**config.mk**
```make
export PLATFORM = sky130hd
export DESIGN_NAME = nxp_unit
export DESIGN_NICKNAME = d
export VERILOG_FILES = /design/src/rtl/nxp_pkg.sv /design/src/rtl/nxp_cond_eval.sv /design/src/rtl/nxp_target_gen.sv /design/src/rtl/nxp_select.sv /design/src/rtl/nxp_unit.sv
export SDC_FILE = /design/constraint.sdc
export NUM_CORES = 1
export LEC_CHECK = 0
export BUFFER_PORTS_ARGS = -buffer_cell sky130_fd_sc_hd__buf_2
export CORE_UTILIZATION = 48
export DETAILED_ROUTE_END_ITERATION = 10
export PLACE_DENSITY_LB_ADDON = 0.08
export RECOVER_POWER = 25
export SLEW_MARGIN = 0
export SYNTH_ARGS = -nofsm -noshare
export SYNTH_HDL_FRONTEND = slang
export SYNTH_SLANG_ARGS = --single-unit
```
**constraint.sdc**
```tcl
create_clock -name vclk -period 4.65
set_clock_uncertainty 0.2 [all_clocks]
set_input_delay 0.2325 -clock vclk [all_inputs]
set_output_delay 0.2325 -clock vclk [all_outputs]
set_load 0.01 [all_outputs]
```
**src/rtl/nxp_pkg.sv**
```systemverilog
package nxp_pkg;

    // Flow codes: conditional pairs differ only in bit 0
    localparam logic [3:0] FLOW_SEQ  = 4'd0;
    localparam logic [3:0] FLOW_JUMP = 4'd1;
    localparam logic [3:0] FLOW_EQ   = 4'd2;
    localparam logic [3:0] FLOW_NE   = 4'd3;
    localparam logic [3:0] FLOW_LTZ  = 4'd4;
    localparam logic [3:0] FLOW_GEZ  = 4'd5;
    localparam logic [3:0] FLOW_GTZ  = 4'd6;
    localparam logic [3:0] FLOW_LEZ  = 4'd7;

    typedef enum logic [1:0] {
        TEST_EQ  = 2'd0,
        TEST_NEG = 2'd1,
        TEST_POS = 2'd2,
        TEST_NONE = 2'd3
    } cond_test_e;

    typedef struct packed {
        logic       is_jump;
        logic       is_cond;
        cond_test_e test;
        logic       invert;
    } flow_dec_t;

    function automatic flow_dec_t decode_flow(input logic [3:0] code);
        flow_dec_t d;
        d.is_jump = 1'b0;
        d.is_cond = 1'b0;
        d.test    = TEST_NONE;
        d.invert  = 1'b0;
        if (!code[3]) begin
            if (code == FLOW_JUMP) begin
                d.is_jump = 1'b1;
            end else if (code[2:1] != 2'b00) begin
                d.is_cond = 1'b1;
                d.test    = cond_test_e'(code[2:1] - 2'd1);
                d.invert  = code[0];
            end
        end
        return d;
    endfunction

endpackage

```
**src/rtl/nxp_cond_eval.sv**
```systemverilog
module nxp_cond_eval
    import nxp_pkg::*;
#(
    parameter int XLEN = 32
) (
    input  logic [XLEN-1:0] opa_i,
    input  logic [XLEN-1:0] opb_i,
    input  cond_test_e      test_i,
    input  logic            invert_i,
    output logic            hit_o
);
    logic is_equal;
    logic a_neg;
    logic a_zero;
    logic raw;

    assign is_equal = (opa_i == opb_i);
    assign a_neg    = opa_i[XLEN-1];
    assign a_zero   = (opa_i == '0);

    always_comb begin
        unique case (test_i)
            TEST_EQ:  raw = is_equal;
            TEST_NEG: raw = a_neg;
            TEST_POS: raw = !a_neg && !a_zero;
            default:  raw = 1'b0;
        endcase
    end

    // Inversion yields the exact complement for every test
    assign hit_o = raw ^ invert_i;
endmodule

```
**src/rtl/nxp_target_gen.sv**
```systemverilog
module nxp_target_gen #(
    parameter int XLEN  = 32,
    parameter int OFF_W = 16,
    parameter int IDX_W = 26
) (
    input  logic [XLEN-1:0]  pc_i,
    input  logic [OFF_W-1:0] boff_i,
    input  logic [IDX_W-1:0] jidx_i,
    output logic [XLEN-1:0]  seq_pc_o,
    output logic [XLEN-1:0]  br_pc_o,
    output logic [XLEN-1:0]  jmp_pc_o
);
    localparam int ALIGN  = 2;
    localparam int STEP   = 1 << ALIGN;
    localparam int EXT_W  = XLEN - OFF_W - ALIGN;
    localparam int REGN_W = XLEN - IDX_W - ALIGN;

    logic [XLEN-1:0] byte_off;

    assign seq_pc_o = pc_i + XLEN'(STEP);
    assign byte_off = {{EXT_W{boff_i[OFF_W-1]}}, boff_i, {ALIGN{1'b0}}};
    assign br_pc_o  = seq_pc_o + byte_off;

    generate
        if (REGN_W > 0) begin : g_region
            assign jmp_pc_o = {seq_pc_o[XLEN-1 -: REGN_W], jidx_i, {ALIGN{1'b0}}};
        end else begin : g_flat
            assign jmp_pc_o = {jidx_i[XLEN-ALIGN-1:0], {ALIGN{1'b0}}};
        end
    endgenerate
endmodule

```
**src/rtl/nxp_select.sv**
```systemverilog
module nxp_select
    import nxp_pkg::*;
#(
    parameter int XLEN = 32
) (
    input  flow_dec_t       dec_i,
    input  logic            hit_i,
    input  logic [XLEN-1:0] seq_pc_i,
    input  logic [XLEN-1:0] br_pc_i,
    input  logic [XLEN-1:0] jmp_pc_i,
    output logic [XLEN-1:0] next_pc_o,
    output logic            redirect_o
);
    always_comb begin
        next_pc_o  = seq_pc_i;
        redirect_o = 1'b0;
        if (dec_i.is_jump) begin
            next_pc_o  = jmp_pc_i;
            redirect_o = 1'b1;
        end else if (dec_i.is_cond && hit_i) begin
            next_pc_o  = br_pc_i;
            redirect_o = 1'b1;
        end
    end
endmodule

```
**src/rtl/nxp_unit.sv**
```systemverilog
module nxp_unit
    import nxp_pkg::*;
#(
    parameter int XLEN  = 32,
    parameter int OFF_W = 16,
    parameter int IDX_W = 26
) (
    input  logic [XLEN-1:0]  pc_i,
    input  logic [XLEN-1:0]  opa_i,
    input  logic [XLEN-1:0]  opb_i,
    input  logic [OFF_W-1:0] boff_i,
    input  logic [IDX_W-1:0] jidx_i,
    input  logic [3:0]       flow_i,
    output logic [XLEN-1:0]  next_pc_o,
    output logic             redirect_o
);
    flow_dec_t       dec;
    logic            hit;
    logic [XLEN-1:0] seq_pc;
    logic [XLEN-1:0] br_pc;
    logic [XLEN-1:0] jmp_pc;

    assign dec = decode_flow(flow_i);

    nxp_cond_eval #(.XLEN(XLEN)) u_cond (
        .opa_i    (opa_i),
        .opb_i    (opb_i),
        .test_i   (dec.test),
        .invert_i (dec.invert),
        .hit_o    (hit)
    );

    nxp_target_gen #(.XLEN(XLEN), .OFF_W(OFF_W), .IDX_W(IDX_W)) u_tgt (
        .pc_i     (pc_i),
        .boff_i   (boff_i),
        .jidx_i   (jidx_i),
        .seq_pc_o (seq_pc),
        .br_pc_o  (br_pc),
        .jmp_pc_o (jmp_pc)
    );

    nxp_select #(.XLEN(XLEN)) u_sel (
        .dec_i      (dec),
        .hit_i      (hit),
        .seq_pc_i   (seq_pc),
        .br_pc_i    (br_pc),
        .jmp_pc_i   (jmp_pc),
        .next_pc_o  (next_pc_o),
        .redirect_o (redirect_o)
    );
endmodule

```
* Word-level counts from Yosys, hierarchy flattened *
Cells that the tools add are included.

operators by class
  reduce and logical (&&, ||, !) cells = 7
  div/mod/pow operators = 0
  order comparisons = 0
  muxes and demuxes = 9
  shift-type cells = 0
  add/subtract/negate cells = 3
  $mul = 0
  bitwise logic cells = 1
  eq/ne operators = 4

operator list
  operator               count
  $mux 32                2
  $add 32x3->32 const B  1
  $add 32x32->32         1
  $eq 32x32->1           1
  $logic_not 32->1       1
  $mux 4                 2
  $mux 5                 1
  $eq 4x1->1 const B     1
  $mux 1                 3
  $pmux 1 s3             1
  $eq 2x1->1 const B     1
  $eq 2x2->1 const B     1
  $logic_and 1x1->1      2
  $logic_not 1->1        2
  $logic_not 2->1        1
  $reduce_bool 2->1      1
  $sub 2x1->2 const B    1
  $xor 1x1->1            1

storage, ports and cells
  input port bits = 142
  register bits after elaboration = 0
  bits in read-only memories = 0
  bits in latches = 0
  memories = 0
  logic and storage cells = 24
  output and inout port bits = 33
  memory bits (writable) = 0

* Logic depth before layout (Yosys ltp) *
  depth in word-level cells = 10
  mapped depth = 15
  mapped depth without buffers = 15

* Cells and area by module *
A second synthesis with hierarchy kept.

second synthesis, totals
  cells, all modules = 606
  area total of the unflattened synthesis = 4370.4 µm²

by module, submodules not included
  module          area an instance (µm²)  cells an instance  times used  sequential area each (µm²)
  nxp_target_gen  2611.3                  372                1           0.0
  nxp_select      1154.9                  151                1           0.0
  nxp_cond_eval   540.5                   73                 1           0.0
  nxp_unit        63.8                    10                 1           0.0

* Least setup slack after synthesis *
OpenSTA, ideal clock, no wires.

  kind = input-to-output
  from = in pc_i[9]
  to = out next_pc_o[29]
  buffers on the path = 0
  slack = 1.042 ns
  stages = 14
  data arrival time = 3.175 ns
  data required time = 4.218 ns
  cell sequence = and4_1 -> and3_1 -> and4_1 -> and3_1 -> nand2_1 -> xnor2_1 -> ha_1 -> a21o_1 -> a21o_1 -> a21o_1 -> a2111oi_0 -> o22ai_1 -> xor2_1 -> mux2_2

between the ends
  word-level cells in the longest chain between the ends = 4

ends and longest elaborated chain
  item             line                  RTL
  from (decl)      nxp_unit.sv:8         input logic [XLEN-1:0] pc_i,
  $add 32x3->32 *  nxp_target_gen.sv:20  assign seq_pc_o = pc_i + XLEN'(STEP);
  $add 32x32->32   nxp_target_gen.sv:22  assign br_pc_o = seq_pc_o + byte_off;
  $mux 32          nxp_select.sv:20      end else if (dec_i.is_cond && hit_i) begin
  $mux 32 *        nxp_select.sv:17      if (dec_i.is_jump) begin
  to (decl)        nxp_unit.sv:14        output logic [XLEN-1:0] next_pc_o,

Every way passes the cells marked *; elsewhere a longest branch is shown, timed or not.

* Worst setup path after layout *
  from = in pc_i[8]
  to = out next_pc_o[29]

The elaborated chain is that of the path after synthesis.

==> reports/metrics.cfg <==
[cells_and_area]
antenna_cells=0
flops_and_latches=0
layout_common_cells=buf_2, xor2_1, xnor2_1, ha_1, nand2_1
regArea_sq_um=0
areaGrowthSynthToFinish_pct=27.47
final_nets=796
layout_commonest_cell=buf_2
drive_gt1_share_pct=30.51
final_core_utilization_pct=63.92
final_area_sq_um=4105
n_clock_buffer=0

[global_routing]
first_global_vias=3930
grt_max_degree=23
grt_usage_pct=30.25
antenna_found_initial=0
grt_first_pass_wirelength_um=17670
grt_overflow_total=0

[sta]
setup_viol=0
final_hold_viol_count=0
final.setup.tns_ns=0
max_freq_ghz=0.2421
fin_hold_ws_ns=0.5590
rsz0062_at_grt=no
tightestPinTransition_ns=1.035
maxSlewViolCount=0
period_share_pct=88.83
period_needed_ns=4.130
max_slew_margin_pct=31.01

[power_and_ir_drop]
power_density_nw_per_um2=125.0
peakVddDrop_v=0.00006623
power.leakage_nw=1.977
power_uw=513.1

[worst_setup_path]
critPathSlowestCell=a2111oi_0
start_kind=primary input
required_ns=4.22
path_max_fanout=5
slowest_delay_ns=0.40
worstPathArrival_ns=3.70
worstSetupPathType=in -> out
path_common_cell=a21o_1
cp-end-kind=output pin
path_cells=buf_2 > and4_1 > and3_1 > and4_1 > and3_1 > nand2_1 > xnor2_1 > ha_1 > a21o_1 > a21o_1 > a21o_1 > a2111oi_0 > o22ai_1 > xor2_1 > mux2_2 > buf_2

[floorplanning]
start_util_pct=50.15
die_area_sq_um=7041
io_pins=175
coreArea_sq_um=6422
die_x_um=83.91
die_h_um=83.91
rows=29

[min_path]
hp-start=jidx_i[0]
whs_path_depth=4
hold_end=next_pc_o[2]
min_path_type=in -> out

[drt]
drt_iter0_markers=169
vias=4051
route.detailed.drc=18
wl_per_cell_um=15.57
finalWirelength_um=10740
drt-pass1-iter-count=7
viasPerCell=5.871
ant_nets=0

[placement]
dpl_cell_area_sq_um=4120
port_buffers=175
dp_hpwl_um=9073
gp_congestion=0.9868

[logic_synthesis]
synthesis.nets=630
ys_warn_count=0
syn_inst=449
post_synth_num_cell_types=61
synth_sequential_area_ratio_pct=0
synth_area_sq_um=3221
syn_area_per_cell_sq_um=7.173

[clock_network]
hold_buffers=0
post_cts_resized=0
post_cts_buffers=0

[flow_run]
maxCapViolCount=0

[outcome]
status=complete, but fails checks
violations=DRC

[area by class of cell]
class,instances,area (sq um)
Inverter,13,53.80
Multi-Input combinational cell,422,3062
Tap cell,77,96.34
Fill cell,617,2317
Timing Repair Buffer,178,893.4
[power by group]
| group | switching [mW] | internal, mW |
|---|---|---|
| Sequential | 0 | 0 |
| Clock | 0 | 0 |
| Combinational | 0.276 | 0.237 |
[cell usage after synthesis (3+ instances only)]
cell	count	area share, %
and4_1	3	0.82
nor2b_1	3	0.58
a21o_1	19	4.4
nor4_1	16	3.1
nor2_1	35	4.1
nand2b_1	7	1.4
clkbuf_1	8	0.93
and3_1	4	0.78
ha_1	38	15
nor3_1	4	0.62
or3_1	4	0.78
o22a_1	9	2.4
o31ai_1	3	0.70
a21oi_1	25	3.9
a31oi_1	3	0.58
o22ai_1	7	1.4
a221o_2	4	1.4
xnor2_1	38	10
nand3_1	23	3.6
nand2_1	36	4.2
nand4_1	13	2.5
inv_1	12	1.4
o211ai_1	7	1.6
a221o_1	3	0.93
and2_1	5	0.97
o21ai_0	14	2.2
o21a_1	14	3.3
xor2_1	49	13
[cells by family (layout without fill, tap and decap cells)]
logic type | count (synthesis) | count (layout) | synth area share (%)
AOI/OAI and AO/OA | 131 | 131 | 29.53
buffers and inverters | 27 | 191 | 4.623
adders and majority gates | 39 | 39 | 15.38
muxes | 3 | 3 | 0.9713
and+or+nand+nor | 162 | 162 | 25.84
xor gates and xnor gates | 87 | 87 | 23.66
[worst max-delay path, delay by kind of cell]
family	cells	cell delay [ns]
AND/OR/NAND/NOR	5	1.14
AO/OA/AOI/OAI	5	1.13
XOR/XNOR	2	0.35
adder cells (fa/ha/maj)	1	0.32
buffers and inverters	2	0.26
multiplexers	1	0.26
[per-layer routing]
layer	share of wire, %	track usage (%)	wire [um]
met5	0	0	0
met3	5.9	1.484	635
met1	43	37.73	4602
met4	2.1	6.270	222
met2	49	56.86	5280
[how the worst max path moves through the flow]
stage,startpoint,endpoint,slack [ns],cells past startpoint
after floorplan,pc_i[9],next_pc_o[29],1.04,14
after global placement,pc_i[8],next_pc_o[29],0.62,16
after detailed placement,pc_i[8],next_pc_o[29],0.54,16
after CTS,pc_i[8],next_pc_o[29],0.52,16
after global routing,pc_i[8],next_pc_o[29],0.14,16
final,pc_i[8],next_pc_o[29],0.52,16
[per-stage QoR]
step,std cells,setup slack [ns]
3_3_place_gp,690,0.6159
4_1_cts,690,0.5211
6_report,690,0.5196
5_1_grt,690,0.1411
3_5_place_dp,690,0.5414
2_1_floorplan,449,1.042
No activity file was read; power rests on OpenSTA's default activity.
